$ cat src/rtl/qcc_pkg.sv
package qcc_pkg;
  typedef logic [1:0] ab_t;   // {A,B}

  // Forward order (A leads B): 00 -> 10 -> 11 -> 01 -> 00
  function automatic ab_t fwd_next(ab_t s);
    case (s)
      2'b00:   return 2'b10;
      2'b10:   return 2'b11;
      2'b11:   return 2'b01;
      default: return 2'b00;
    endcase
  endfunction
endpackage

$ cat src/rtl/qcc_filter.sv
module qcc_filter #(
  parameter int FILT_LEN = 4
) (
  input  logic clk,
  input  logic rst,
  input  logic raw,
  output logic level
);
  localparam int CW = $clog2(FILT_LEN + 1);

  logic [1:0]    sync_q;
  logic [CW-1:0] run_q;

  always_ff @(posedge clk) begin
    if (rst) begin
      sync_q <= '0;
      run_q  <= '0;
      level  <= 1'b0;
    end else begin
      sync_q <= {sync_q[0], raw};
      if (sync_q[1] == level) begin
        run_q <= '0;
      end else if (run_q == CW'(FILT_LEN - 1)) begin
        run_q <= '0;
        level <= sync_q[1];
      end else begin
        run_q <= run_q + 1'b1;
      end
    end
  end
endmodule

$ cat src/rtl/qcc_decode.sv
module qcc_decode
  import qcc_pkg::*;
(
  input  logic clk,
  input  logic rst,
  input  ab_t  ab,
  input  logic mode_x4,
  output logic ev,
  output logic ev_up,
  output logic err
);
  ab_t  prev_q;
  logic step_f, step_r, dbl;

  always_comb begin
    step_f = (ab != prev_q) && (ab == fwd_next(prev_q));
    step_r = (ab != prev_q) && (prev_q == fwd_next(ab));
    dbl    = (ab ^ prev_q) == 2'b11;
  end

  always_ff @(posedge clk) begin
    if (rst) begin
      prev_q <= 2'b00;
      ev     <= 1'b0;
      ev_up  <= 1'b0;
      err    <= 1'b0;
    end else begin
      prev_q <= ab;
      ev     <= 1'b0;
      if (dbl) err <= 1'b1;
      if (step_f || step_r) begin
        if (mode_x4 || ab == 2'b00) begin
          ev    <= 1'b1;
          ev_up <= step_f;
        end
      end
    end
  end
endmodule

$ cat src/rtl/qcc_pulse.sv
module qcc_pulse #(
  parameter int PW_W = 8
) (
  input  logic            clk,
  input  logic            rst,
  input  logic            ev,
  input  logic            ev_up,
  input  logic [PW_W-1:0] pw_cfg,
  output logic            up_n,
  output logic            dn_n,
  output logic            cnt_clk_n,
  output logic            dir
);
  logic            low_q, low_nx;
  logic            dir_nx;
  logic            pend_q, pend_nx;
  logic            pdir_q, pdir_nx;
  logic [PW_W-1:0] cnt_q, cnt_nx;
  logic [PW_W-1:0] pw_eff;

  always_comb begin
    pw_eff  = (pw_cfg == '0) ? PW_W'(1) : pw_cfg;
    low_nx  = low_q;
    dir_nx  = dir;
    pend_nx = pend_q;
    pdir_nx = pdir_q;
    cnt_nx  = cnt_q;
    if (ev) begin
      if (low_q) begin          // cut short, one-clock high gap
        low_nx  = 1'b0;
        pend_nx = 1'b1;
        pdir_nx = ev_up;
      end else if (pend_q) begin
        pdir_nx = ev_up;
      end else begin
        low_nx = 1'b1;
        dir_nx = ev_up;
        cnt_nx = pw_eff - 1'b1;
      end
    end else if (pend_q) begin
      low_nx  = 1'b1;
      dir_nx  = pdir_q;
      cnt_nx  = pw_eff - 1'b1;
      pend_nx = 1'b0;
    end else if (low_q) begin
      if (cnt_q == '0) low_nx = 1'b0;
      else             cnt_nx = cnt_q - 1'b1;
    end
  end

  always_ff @(posedge clk) begin
    if (rst) begin
      low_q     <= 1'b0;
      dir       <= 1'b0;
      pend_q    <= 1'b0;
      pdir_q    <= 1'b0;
      cnt_q     <= '0;
      up_n      <= 1'b1;
      dn_n      <= 1'b1;
      cnt_clk_n <= 1'b1;
    end else begin
      low_q     <= low_nx;
      dir       <= dir_nx;
      pend_q    <= pend_nx;
      pdir_q    <= pdir_nx;
      cnt_q     <= cnt_nx;
      up_n      <= ~(low_nx & dir_nx);
      dn_n      <= ~(low_nx & ~dir_nx);
      cnt_clk_n <= ~low_nx;
    end
  end
endmodule

$ cat src/rtl/quad_clk_conv.sv
module quad_clk_conv
  import qcc_pkg::*;
#(
  parameter int FILT_LEN = 4,
  parameter int PW_W     = 8
) (
  input  logic            clk,
  input  logic            rst,
  input  logic            enc_a,
  input  logic            enc_b,
  input  logic            mode_x4,
  input  logic [PW_W-1:0] pw_cfg,
  output logic            up_n,
  output logic            dn_n,
  output logic            cnt_clk_n,
  output logic            dir,
  output logic            err
);
  logic [1:0] raw;
  ab_t        filt;
  logic       ev, ev_up;

  assign raw = {enc_a, enc_b};

  for (genvar g = 0; g < 2; g++) begin : g_filt
    qcc_filter #(.FILT_LEN(FILT_LEN)) i_filt (
      .clk(clk), .rst(rst), .raw(raw[g]), .level(filt[g])
    );
  end

  qcc_decode i_dec (
    .clk(clk), .rst(rst), .ab(filt), .mode_x4(mode_x4),
    .ev(ev), .ev_up(ev_up), .err(err)
  );

  qcc_pulse #(.PW_W(PW_W)) i_pulse (
    .clk(clk), .rst(rst), .ev(ev), .ev_up(ev_up), .pw_cfg(pw_cfg),
    .up_n(up_n), .dn_n(dn_n), .cnt_clk_n(cnt_clk_n), .dir(dir)
  );
endmodule

$ cat config.mk
export PLATFORM = sky130hd
export DESIGN_NAME = quad_clk_conv
export DESIGN_NICKNAME = d
export VERILOG_FILES = /design/src/rtl/qcc_pkg.sv /design/src/rtl/qcc_filter.sv /design/src/rtl/qcc_decode.sv /design/src/rtl/qcc_pulse.sv /design/src/rtl/quad_clk_conv.sv
export SDC_FILE = /design/constraint.sdc
export NUM_CORES = 1
export LEC_CHECK = 0
export BUFFER_PORTS_ARGS = -buffer_cell sky130_fd_sc_hd__buf_2
export CAP_MARGIN = 20
export CORE_ASPECT_RATIO = 1.4
export CORE_MARGIN = 8
export CORE_UTILIZATION = 40
export DETAILED_ROUTE_END_ITERATION = 8
export PLACE_DENSITY = 0.58
export SLEW_MARGIN = 15
export SYNTH_ARGS = -nofsm -noshare
export SYNTH_HDL_FRONTEND = slang
export SYNTH_SLANG_ARGS = --single-unit
$ cat constraint.sdc
create_clock -name clk -period 1.8 [get_ports clk]
set_input_delay 0.09 -clock clk [delete_from_list [all_inputs] [get_ports clk]]
set_output_delay 0.09 -clock clk [all_outputs]
set_load 0.01 [all_outputs]
After elaboration in Yosys (flattened, before gate mapping)
Index checks and enable logic that the tools add are counted.
W data, S select, Z words.
{"block": "word_totals", "register_bits": 32, "in_bits": 13, "out_inout_bits": 5, "word_cells": 89}
{"block": "op_classes", "n_addsub": 4, "n_eq_ne": 15, "muxes": 22, "bitwise": 11, "n_reduce_logical": 19}
{"cell": "$mux W8", "count": 7}
{"cell": "$logic_not A8 Y1", "count": 2}
{"cell": "$sub A8 B1 Y8 const B", "count": 2}
{"cell": "$mux W1", "count": 13}
{"cell": "$pmux W2 S3", "count": 2}
{"cell": "$eq A2 B2 Y1 const B", "count": 5}
{"cell": "$not A1 Y1", "count": 8}
{"cell": "$reduce_and A2 Y1", "count": 4}
{"cell": "$add A3 B1 Y3 const B", "count": 2}
{"cell": "$eq A3 B2 Y1 const B", "count": 2}
{"cell": "$reduce_or A3 Y1", "count": 2}
{"cell": "$eq A2 B2 Y1", "count": 2}
{"cell": "$logic_not A2 Y1", "count": 2}
{"cell": "$ne A2 B2 Y1 const B", "count": 2}
{"cell": "$reduce_and A4 Y1", "count": 1}
{"cell": "$reduce_or A2 Y1", "count": 2}
{"cell": "$ne A3 B2 Y1 const B", "count": 1}
{"cell": "$reduce_bool A3 Y1", "count": 1}
{"cell": "$and A1 B1 Y1", "count": 2}
{"cell": "$eq A1 B1 Y1", "count": 2}
{"cell": "$logic_and A1 B1 Y1", "count": 2}
{"cell": "$logic_or A1 B1 Y1", "count": 2}
{"cell": "$ne A2 B2 Y1", "count": 1}
{"cell": "$reduce_bool A2 Y1", "count": 1}
{"cell": "$xor A2 B2 Y2", "count": 1}

Longest topological paths before layout
Gate-level depths: netlist (run 1).
{"block": "logic_depth", "word_depth": 7, "ltp_mapped": 7, "mapped_depth_nobuf": 7}

By module
A second synthesis (run 1) with hierarchy kept.
{"block": "hier_totals", "cells_unflattened": 177, "hier_area_um2": 1666.6}
{"mod": "qcc_pulse", "n_inst": 1, "cells_per_inst": 109, "area_per_inst_um2": 903.4, "seq_area_each_um2": 300.3}
{"mod": "qcc_filter", "n_inst": 2, "cells_per_inst": 17, "area_per_inst_um2": 211.5, "seq_area_each_um2": 120.1}
{"mod": "qcc_decode", "n_inst": 1, "cells_per_inst": 34, "area_per_inst_um2": 340.3, "seq_area_each_um2": 100.1}

Worst setup path before layout (run 1)
Ideal clock, no wire load.
{"block": "synth_path", "path_kind": "input port to flip-flop", "startpoint": "input port pw_cfg[3]", "endpoint": "register i_pulse.cnt_q[4]", "setup_ns": 0.117, "arrival_ns": 1.535, "required_time_ns": 1.683, "setup_slack_ns": 0.148, "stages": 7, "path_buffers": 0, "cell_sequence": "nor4_1 -> a31oi_1 -> ha_1 -> nor3b_1 -> xnor2_1 -> o22ai_1 -> a22o_1"}
{"block": "synth_via", "elab_chain_cells": 6, "word_cells_on_any_way": 7, "classes_between": "add/sub: 1; mux: 5; reduce/logical: 1"}
{"item": "start, declared", "line": "quad_clk_conv.sv:12", "text": "input logic [PW_W-1:0] pw_cfg,"}
{"item": "$logic_not A8 Y1", "line": "qcc_pulse.sv:22", "text": "pw_eff = (pw_cfg == '0) ? PW_W'(1) : pw_cfg;"}
{"item": "$mux W8 (*)", "line": "qcc_pulse.sv:22"}
{"item": "$sub A8 B1 Y8 (*)", "line": "qcc_pulse.sv:38, qcc_pulse.sv:43"}
{"item": "$mux W8", "line": "qcc_pulse.sv:33", "text": "end else if (pend_q) begin"}
{"item": "$mux W8", "line": "qcc_pulse.sv:29", "text": "if (low_q) begin"}
{"item": "$mux W8 (*)", "line": "qcc_pulse.sv:28", "text": "if (ev) begin"}
{"item": "end signal, assigned", "line": "qcc_pulse.sv:66", "text": "cnt_q <= cnt_nx;"}
{"item": "end, declared", "line": "qcc_pulse.sv:18", "text": "logic [PW_W-1:0] cnt_q, cnt_nx;"}
Every way passes the cells marked *; elsewhere a longest branch is shown, timed or not. The select of a mux whose other input is x is not followed.
A chain may end at the register's enable or synchronous reset.

Final worst setup path (run 1)
{"block": "layout_path", "startpoint": "register i_pulse.cnt_q[0]", "endpoint": "register i_pulse.cnt_q[6]"}
{"block": "layout_via", "elab_chain_cells": 5, "word_cells_on_any_way": 8, "classes_between": "add/sub: 1; eq/ne: 1; mux: 4; reduce/logical: 2"}
{"item": "$sub A8 B1 Y8", "line": "qcc_pulse.sv:47", "text": "else cnt_nx = cnt_q - 1'b1;"}
{"item": "$mux W8", "line": "qcc_pulse.sv:46", "text": "if (cnt_q == '0) low_nx = 1'b0;"}
{"item": "$mux W8", "line": "qcc_pulse.sv:45", "text": "end else if (low_q) begin"}
{"item": "$mux W8", "line": "qcc_pulse.sv:40", "text": "end else if (pend_q) begin"}
{"item": "$mux W8", "line": "qcc_pulse.sv:28"}
Several ways; a longest one is shown, not always the timed one. The select of a mux whose other input is x is not followed.

==> results of run 1 <==
## power by group through the flow
stage | combinational, mW | sequential, mW | clock [mW]
after floorplan | 0.0365 | 0.731 | 0
after detailed placement | 0.0695 | 0.732 | 0
final | 0.0697 | 0.716 | 0.734
after global routing | 0.0777 | 0.716 | 0.784
after global placement | 0.0680 | 0.732 | 0
after CTS | 0.0700 | 0.716 | 0.755
## cell usage in the layout (no fill, tap or decap), drive strengths merged, types with 2 or more instances in the layout
| cell type | n |
|---|---|
| clkbuf | 7 |
| o22ai | 2 |
| buf | 26 |
| o31ai | 3 |
| a22o | 5 |
| nor2b | 6 |
| ha | 7 |
| mux2i | 4 |
| nor3 | 4 |
| a31o | 2 |
| nand2b | 2 |
| a22oi | 3 |
| nor2 | 19 |
| or4 | 2 |
| o21ai | 8 |
| nand2 | 7 |
| a31oi | 3 |
| o32ai | 3 |
| or2 | 2 |
| dfxtp | 32 |
| nor4b | 2 |
| a21oi | 5 |
| xor2 | 4 |
| a211oi | 2 |
| xnor2 | 5 |
| nor4 | 5 |
| or3 | 4 |
| nor3b | 3 |
| nand3 | 5 |
| inv | 17 |
| a311oi | 2 |
## worst max-delay path, delay by kind of cell (launching register included)
family                   cells  cell delay [ns]
AO/OA/AOI/OAI                3             0.87
flip-flops                   1             0.36
buffers and inverters        1             0.10
adder cells (fa/ha/maj)      1             0.26
## per-stage QoR
stage               std cells  utilization, %
floorplan                 185               -
global placement          246           46.22
detailed placement        246           46.22
CTS                       254           49.41
global route              254           49.48
finish                    254           49.48
## final cells by class
| class | count | area share [%] |
|---|---|---|
| Inverter | 17 | 3.391 |
| Clock buffer | 7 | 4.926 |
| Tap cell | 43 | 2.751 |
| Clock inverter | 1 | 1.536 |
| Sequential cell | 32 | 32.76 |
| Timing Repair Buffer | 26 | 7.805 |
| Multi-Input combinational cell | 128 | 46.83 |
## worst paths after layout
path / startpoint / endpoint
worst max-delay path: i_pulse.cnt_q[0] / i_pulse.cnt_q[6]
worst min-delay path: enc_b / g_filt[0].i_filt.sync_q[0]
worst max register to register: i_pulse.cnt_q[0] / i_pulse.cnt_q[6]
worst min register to register: g_filt[0].i_filt.run_q[0] / g_filt[0].i_filt.run_q[0]
## registers in the layout, indices dropped and copies added (netlist names), 2 cells and up
signal                count
g_filt.i_filt.level       2
g_filt.i_filt.sync_q      4
i_pulse.cnt_q             8
i_dec.prev_q              2
g_filt.i_filt.run_q       6
## logic make-up (layout without fill, tap and decap cells)
| group | count (synthesis) | count (layout) | synth area share (%) |
|---|---|---|---|
| muxes | 5 | 5 | 3.099 |
| AOI/OAI and AO/OA | 44 | 44 | 20.56 |
| buffers and inverters | 25 | 51 | 6.122 |
| adders and majority gates | 7 | 7 | 5.291 |
| xor gates and xnor gates | 9 | 9 | 4.762 |
| and+or+nand+nor | 63 | 63 | 21.47 |
| DFF | 32 | 32 | 38.70 |
## layer usage
metal | share of wire, % | vias up | global-route usage, %
met5 | 0 | - | 0
met4 | 3.6 | 0 | 6.891
met3 | 5.5 | 9 | 3.452
met2 | 51 | 36 | 20.06
met1 | 40 | 662 | 10.73
li1 | - | 718 | -
## timing repair
item	CTS	global route
setup buffers	0	0
resized for setup	0	1
endpoints found under the setup margin	0	3
==> results.txt, run 1 <==
- Result of the run: complete, no violations
- After routing the design area is a little under 0.002 sq mm.
- Final weighted congestion in routability-driven placement: 0.9294
- Final setup violating endpoints: 0
- Walking the worst path, the cells encountered are inv_1, ha_1, a311oi_2, o21ai_4, o32ai_1.
* Number of distinct library cell variants in the gate-level netlist after synthesis: roughly 50
- Of all flip-flops after synthesis, the portion carrying an async set or reset was 0%.
- Summed over all cells, the static leakage comes to a little over 0.8 nW.
- Yosys mapped a number of flops with a built-in enable equal to 0.
* Antenna viol nets, final: 0
- The wire-length estimate of the detail-placed layout is ~2.7 mm.
* WHS: 0.02187 ns
* Most numerous cell in the Yosys netlist: sky130_fd_sc_hd__dfxtp_1
- Across every metal layer, demand over resource in global routing totals 11.16%.
- Starting DRC count in detailed routing: 56
- Part of the power in registers: between 40 and 50%
* Unrepaired setup endpoints after global routing: no
* Die area: 0.006482 sq mm
- CTS Sinks: 32
- For this block, the routed nets add up to around 3.5 mm of wire.
- STA classifies the critical path startpoint as a flop.
- The worst register-to-register path has a depth of 5.
- Max VDD drop: roughly 0.46 mV
- Final slew viol count: 0
- Internal power comes to around 1.2 mW.
* Required time of the critical path: ~2.0 ns
* Cell types with the highest counts after synthesis: sky130_fd_sc_hd__dfxtp_1 (32), sky130_fd_sc_hd__nor2_1 (19), sky130_fd_sc_hd__inv_1 (16), sky130_fd_sc_hd__ha_1 (7), sky130_fd_sc_hd__nand2_1 (7)
- Net Sw Power: approximately 0.29 mW
- Measured along the x axis, the die boundary spans between 70 and 80 microns.
- Total clock buffers created by CTS: 5
* Hold buffer count at cts: 0
* Critical path capture point type: flop
* CP Max Fanout: 5
* Post-synthesis instance total: between 150 and 200
- For the pin with the worst max-slew slack, the measured transition is 0.5712 ns.
* Combined area of the multi-input logic cells: 915.9 sq um
* Area fraction of the dominant cell type after synthesis: ~39%
* Category of the most critical setup path: reg -> reg
- Sequential cells were found to cover around 39% of the synthesized design area.
* Net count after synthesis: between 200 and 250
- R2R setup slack: approximately 0.12 ns
- Dividing the detail-routed via count by the number of cells gives 5.610.
* Maximum buffer depth of the clock tree: 2
- Root Driver: sky130_fd_sc_hd__clkbuf_8
* Clock Pin Slew Worst Setup and Hold Paths: ~0.06 ns
- The sequential cells in the finished layout cover a total of between 600 and 700 sq um.
- The average instance in the mapped netlist occupies between 8 and 9 sq um.
* Net Sw Frac: a little under a fifth
* Post-route clock period utilization: slightly above 90%
- Number of remaining DRC errors: 0
- The tool flagged a number of max-cap violations equal to 0.
* Ratio of cells with drive above 1 in the final layout: a little over a fifth
- After detailed routing, the average wire length per cell comes to about 14 microns.
* Vias: about 1400
- Starting utilization of the core area: about two fifths
- Pre-Repair DR Iteration Count: 4
- TritonCTS built the clock tree.
- The hold violation total from the final report is 0.
- The synthesized design spends more area on one cell type than any other, namely sky130_fd_sc_hd__dfxtp_1.
- After layout, the worst setup slack is between 0.1 and 0.15 ns.
- Synth Flop Type: sky130_fd_sc_hd__dfxtp_1
- The die is approximately 90 microns tall.
* Depth of the CTS H-tree: 2
* Filler Cells Inserted: 384
- Adding up every negative setup slack in the final design gives 0 ns.
* Global route overflow: 0
- Post-synthesis to final-layout area growth: 18.14%
- Worst slack at placement: approximately 0.032 ns
- Total of flip-flops plus latches after synthesis: 32
* Vias in the first global route: ~1400
- Cell count of the worst hold path: 2
- The share of total power dissipated in combinational logic is under 10%.
- Between clock sinks in the finished design, the worst skew comes to ~0.0047 ns.
- Summing internal, switching and leakage power gives between 1.5 and 2 mW.
- Power share of the clock group: between 40 and 50%
- For the worst-skew pair, the clock arrives at the later sink with an insertion delay of roughly 0.28 ns.
- Core area: 0.003953 sq mm
- Pin count of the biggest net entering global routing: 23
- Highest achievable clock rate: between 500 and 600 MHz
* First-pass GRT wire length: 6.051 mm
- Final nets: 230
* Num rows: 27
- Hold crit path type: in -> reg
* Netlist Area Pre-Place: 0.001655 sq mm
- The placed instances occupy a cell area of between 0.0015 and 0.002 sq mm.
- Relative slew slack: between 60% and 70%
- The worst path in the final design needs a cycle of 1.682 ns, including I/O delays and setup.
* Count of input and output buffers: 17
* P per Cell Area: 776.9 mW/mm^2
- Pin placement for this block handled 18 I/O pins.
- Yosys printed 0 warnings.
- The number of antenna diodes in the final layout is 0.
* Critical-path top delay cell: sky130_fd_sc_hd__a311oi_2
- Cells taking the most area after synthesis: sky130_fd_sc_hd__dfxtp_1 (39%), sky130_fd_sc_hd__ha_1 (5.3%), sky130_fd_sc_hd__nor2_1 (4.3%), sky130_fd_sc_hd__inv_1 (3.6%), sky130_fd_sc_hd__a22o_1 (2.6%)
* Arrival time at the worst endpoint: roughly 1.9 ns
* Largest incremental delay on the critical path: 0.41 ns
- Antenna violations before repair: 0
Note: power is estimated with default switching activity, not from simulation.
==> inputs of run 2 (changes only) <==
Settings changed: BUFFER_PORTS_ARGS -buffer_cell sky130_fd_sc_hd__buf_2 to unset, DONT_BUFFER_PORTS set to 1, PLACE_DENSITY 0.58 to 0.54.
==> run 2 against run 1 <==
  * Sequential share of layout area rose by 1.8 points
  * Clock skew shrank 0.0024 ns
  * Critical path depth unchanged
  * Die area is the same
  * Via count is 1.4% lower
  * First-iteration DRC count shrank 18%
  * Setup slack worse by 0.063 ns
  * Count of clock-buffer cells in the layout shrank 1
  * Non-clock buffer count shrank 16
  * Clock power fell by 25%
  * Register-to-register slack got worse by 0.06 ns
==> results.txt, run 2 (synthesis gave the netlist of run 1 again) <==
* Startpoint Class: flop
- Setup repair after global routing could not meet its margin everywhere.
- The flow ran to the end, and the final reports show no timing, DRC or antenna violations.
- The summed negative setup slack over all endpoints came to 0 ns (unchanged).
- Destination of the worst register-to-register timing path: i_pulse.cnt_q[6]
* P per Cell Area: 712.8 mW/mm^2 (-8.2%)
* Num rows: 27 (unchanged)
* Regs by FF count: i_pulse.cnt_q: 8 flops, g_filt.i_filt.run_q: 6 flops, g_filt.i_filt.sync_q: 4 flops
* Post-synthesis to final-layout area growth: 11.87%
* Vert. Die Dim: 92.12 microns (unchanged)
- The startpoint identified for the worst hold timing path is rst.
* Antenna viol nets, final: 0 (unchanged)
- Static leakage power: 0.7427 nW (-9.6%)
- Reg2reg start: i_pulse.cnt_q[0]
- The ratio of cells with drive above 1 in the final layout is 12.82% (-9.0 points).
- Cell count of the worst hold path: 3 (+1)
* Starting DRC count in detailed routing: 46 (-18%)
- The quantity of I/O buffers inserted on ports was 0 (-17).
* Most frequent cells in the layout: sky130_fd_sc_hd__dfxtp_1 (32), sky130_fd_sc_hd__nor2_1 (19), sky130_fd_sc_hd__inv_1 (16)
* Total GRT Usage: 12.17% (+1.0 points)
* WL/cell: 15.71 microns (+15%)
- Clock Pin Slew Worst Setup and Hold Paths: 0.06 ns (about the same)
- Final weighted congestion in routability-driven placement: 0.8658 (-6.8%)
* Core area: 0.003953 sq mm (unchanged)
- Number of remaining DRC errors: 0 (unchanged)
- The hold violation total from the final report was 0 (unchanged).
- The number of slew-limit violations in the final report is 0 (unchanged).
- The required time of the worst setup path was 1.97 ns (about the same).
- Tightest Pin Transition: 0.6257 ns (+0.05454 ns)
* Hold crit path type: in -> reg
- The library cell used most frequently in the layout, excluding fill and tap cells, is sky130_fd_sc_hd__dfxtp_1.
* Overall Power: 1.320 mW (-13%)
- WHS: 0.006778 ns (-0.01509 ns)
- The count of inserted antenna diode cells is 0 (unchanged).
- TritonCTS built the clock tree.
- Hold worst-path end: i_pulse.cnt_q[0]
- The initial antenna violation count was 0 (unchanged).
- Post-layout minimum cycle time: 1.745 ns (+0.06311 ns)
* Filler Cells Inserted: 408 (+6.3%)
* Final setup violating endpoints: 0 (unchanged)
* Total clock buffers created by CTS: 5 (unchanged)
- The effective utilization at floorplan was 41.88% (unchanged).
- The post-detailed-routing wire length was 3.740 mm (+7.9%).
* Number of instances resized during post-cts repair: 0 (unchanged)
* Critical path capture point type: flop
* Estimated wirelength of the detail-placed design: 2.784 mm (+2.9%)
- Category of the most critical setup path: reg -> reg
- Root Driver: sky130_fd_sc_hd__clkbuf_8
- The maximum achievable frequency is 573.1 MHz (-3.6%).
* Pin count of the biggest net entering global routing: 17 (-26%)
* Pre-Repair DR Iteration Count: 4 (unchanged)
- The post-CTS repair timing setup buffer count is 0 (unchanged).
* Maximum buffer depth of the clock tree: 2 (unchanged)
* Vias: 1405 (-1.4%)
- The remaining global-route overflow came to 0 (unchanged).
* Post-route clock period utilization: 96.94% (+3.5 points)
- R2R setup slack: 0.06 ns (-0.06 ns)
- The largest fanout on the critical path is 5 (unchanged).
- The path depth of the worst reg2reg path is 5 (unchanged).
* Final Instance Area: 0.001852 sq mm (-5.3%)
* Final nets: 214 (-7.0%)
- The horizontal extent of the die was 70.37 microns (unchanged).
- Relative slew slack: 57.96% (-3.7 points)
* Clock latency reported for the late side of the worst-skew pair: 0.28 ns (about the same)
* Post-DP Area: 0.001719 sq mm (-5.9%)
- Max VDD drop: 0.5824 mV (+28%)
- Arrival time at the worst endpoint: 1.92 ns (+0.06 ns)
- The worst setup skew after layout was 0.002322 ns (-0.002390 ns).
* Ratio of routed vias to standard cells: 5.903 (+5.2%)
- Depth of the CTS H-tree: 2 (unchanged)
* Vias in the first global route: 1429 (+1.2%)
- Reg with most FFs: i_pulse.cnt_q
- Number of violations of the max-capacitance limit: 0 (unchanged)
- The flip-flop count of the largest register after layout is 8 (unchanged).
* CTS Sinks: 32 (unchanged)
- I/O pins: 18 (unchanged)
- Die area: 0.006482 sq mm (unchanged)
- First-pass GRT wire length: 6.472 mm (+7.0%)
## run 2: cell count changes in the layout (fill, tap and decap cells not counted)
| cell | delta |
|---|---|
| sky130_fd_sc_hd__dlygate4sd3_1 | +4 |
| sky130_fd_sc_hd__clkinv_2 | +2 |
| sky130_fd_sc_hd__buf_4 | -3 |
| sky130_fd_sc_hd__clkbuf_8 | -1 |
| sky130_fd_sc_hd__nor2_2 | -1 |
| sky130_fd_sc_hd__buf_2 | -17 |
| sky130_fd_sc_hd__bufinv_16 | -1 |
| sky130_fd_sc_hd__nor2_1 | +1 |
## run 2: final cells by class
| type | count | area [sq um] | area share, % |
|---|---|---|---|
| multi-input combinational | 128 | 913.4 | 49.32 |
| timing repair buffer | 10 | 85.08 | 4.595 |
| sequential | 32 | 640.6 | 34.59 |
| tap | 43 | 53.80 | 2.905 |
| clock inverter | 2 | 10.01 | 0.5405 |
| clock buffer | 6 | 82.58 | 4.459 |
| inverter | 17 | 66.31 | 3.581 |
## run 2: routing by layer
metal	track usage, %	wire length, microns	share of wire, %
met1	10.98	1447	39
met5	0	0	0
met3	3.991	222	5.9
met2	22.48	1951	52
met4	7.731	119	3.2
## run 2: critical path, stage by stage, from the launching register on
cell and delay (ns):
sky130_fd_sc_hd__dfxtp_1 0.38, sky130_fd_sc_hd__inv_1 0.11, sky130_fd_sc_hd__ha_1 0.27, sky130_fd_sc_hd__a311oi_2 0.40, sky130_fd_sc_hd__o21ai_4 0.15, sky130_fd_sc_hd__o32ai_1 0.33
## run 2: worst max-delay path by stage
stage | start | to | slack (ns)
3_5_place_dp | i_pulse.cnt_q[0] | i_pulse.cnt_q[6] | 0.08
3_3_place_gp | i_pulse.cnt_q[0] | i_pulse.cnt_q[6] | 0.07
4_1_cts | i_pulse.cnt_q[0] | i_pulse.cnt_q[6] | 0.05
5_1_grt | i_pulse.cnt_q[0] | i_pulse.cnt_q[6] | -0.006
6_report | i_pulse.cnt_q[0] | i_pulse.cnt_q[6] | 0.06
2_1_floorplan | pw_cfg[3] | i_pulse.cnt_q[4] | 0.15
## run 2: timing repair
item                       CTS  global route
setup endpoints to repair    0             2
hold buffers                 4             0
hold endpoints to repair    17             0
## run 2: stage by stage
stage          cells  utilization, %  setup slack, ns
2_1_floorplan    185               -           0.1482
3_3_place_gp     226           43.49          0.06689
3_5_place_dp     226           43.49          0.07813
4_1_cts          238           46.85          0.05427
5_1_grt          238           46.85        -0.006092
6_report         238           46.85          0.05500
## run 2: where the power goes
group	internal [mW]	total [mW]	switching [mW]
combinational	0.0272	0.0526	0.0254
clock	0.304	0.551	0.247
sequential	0.714	0.716	0.00220
total	1.05	1.32	0.275
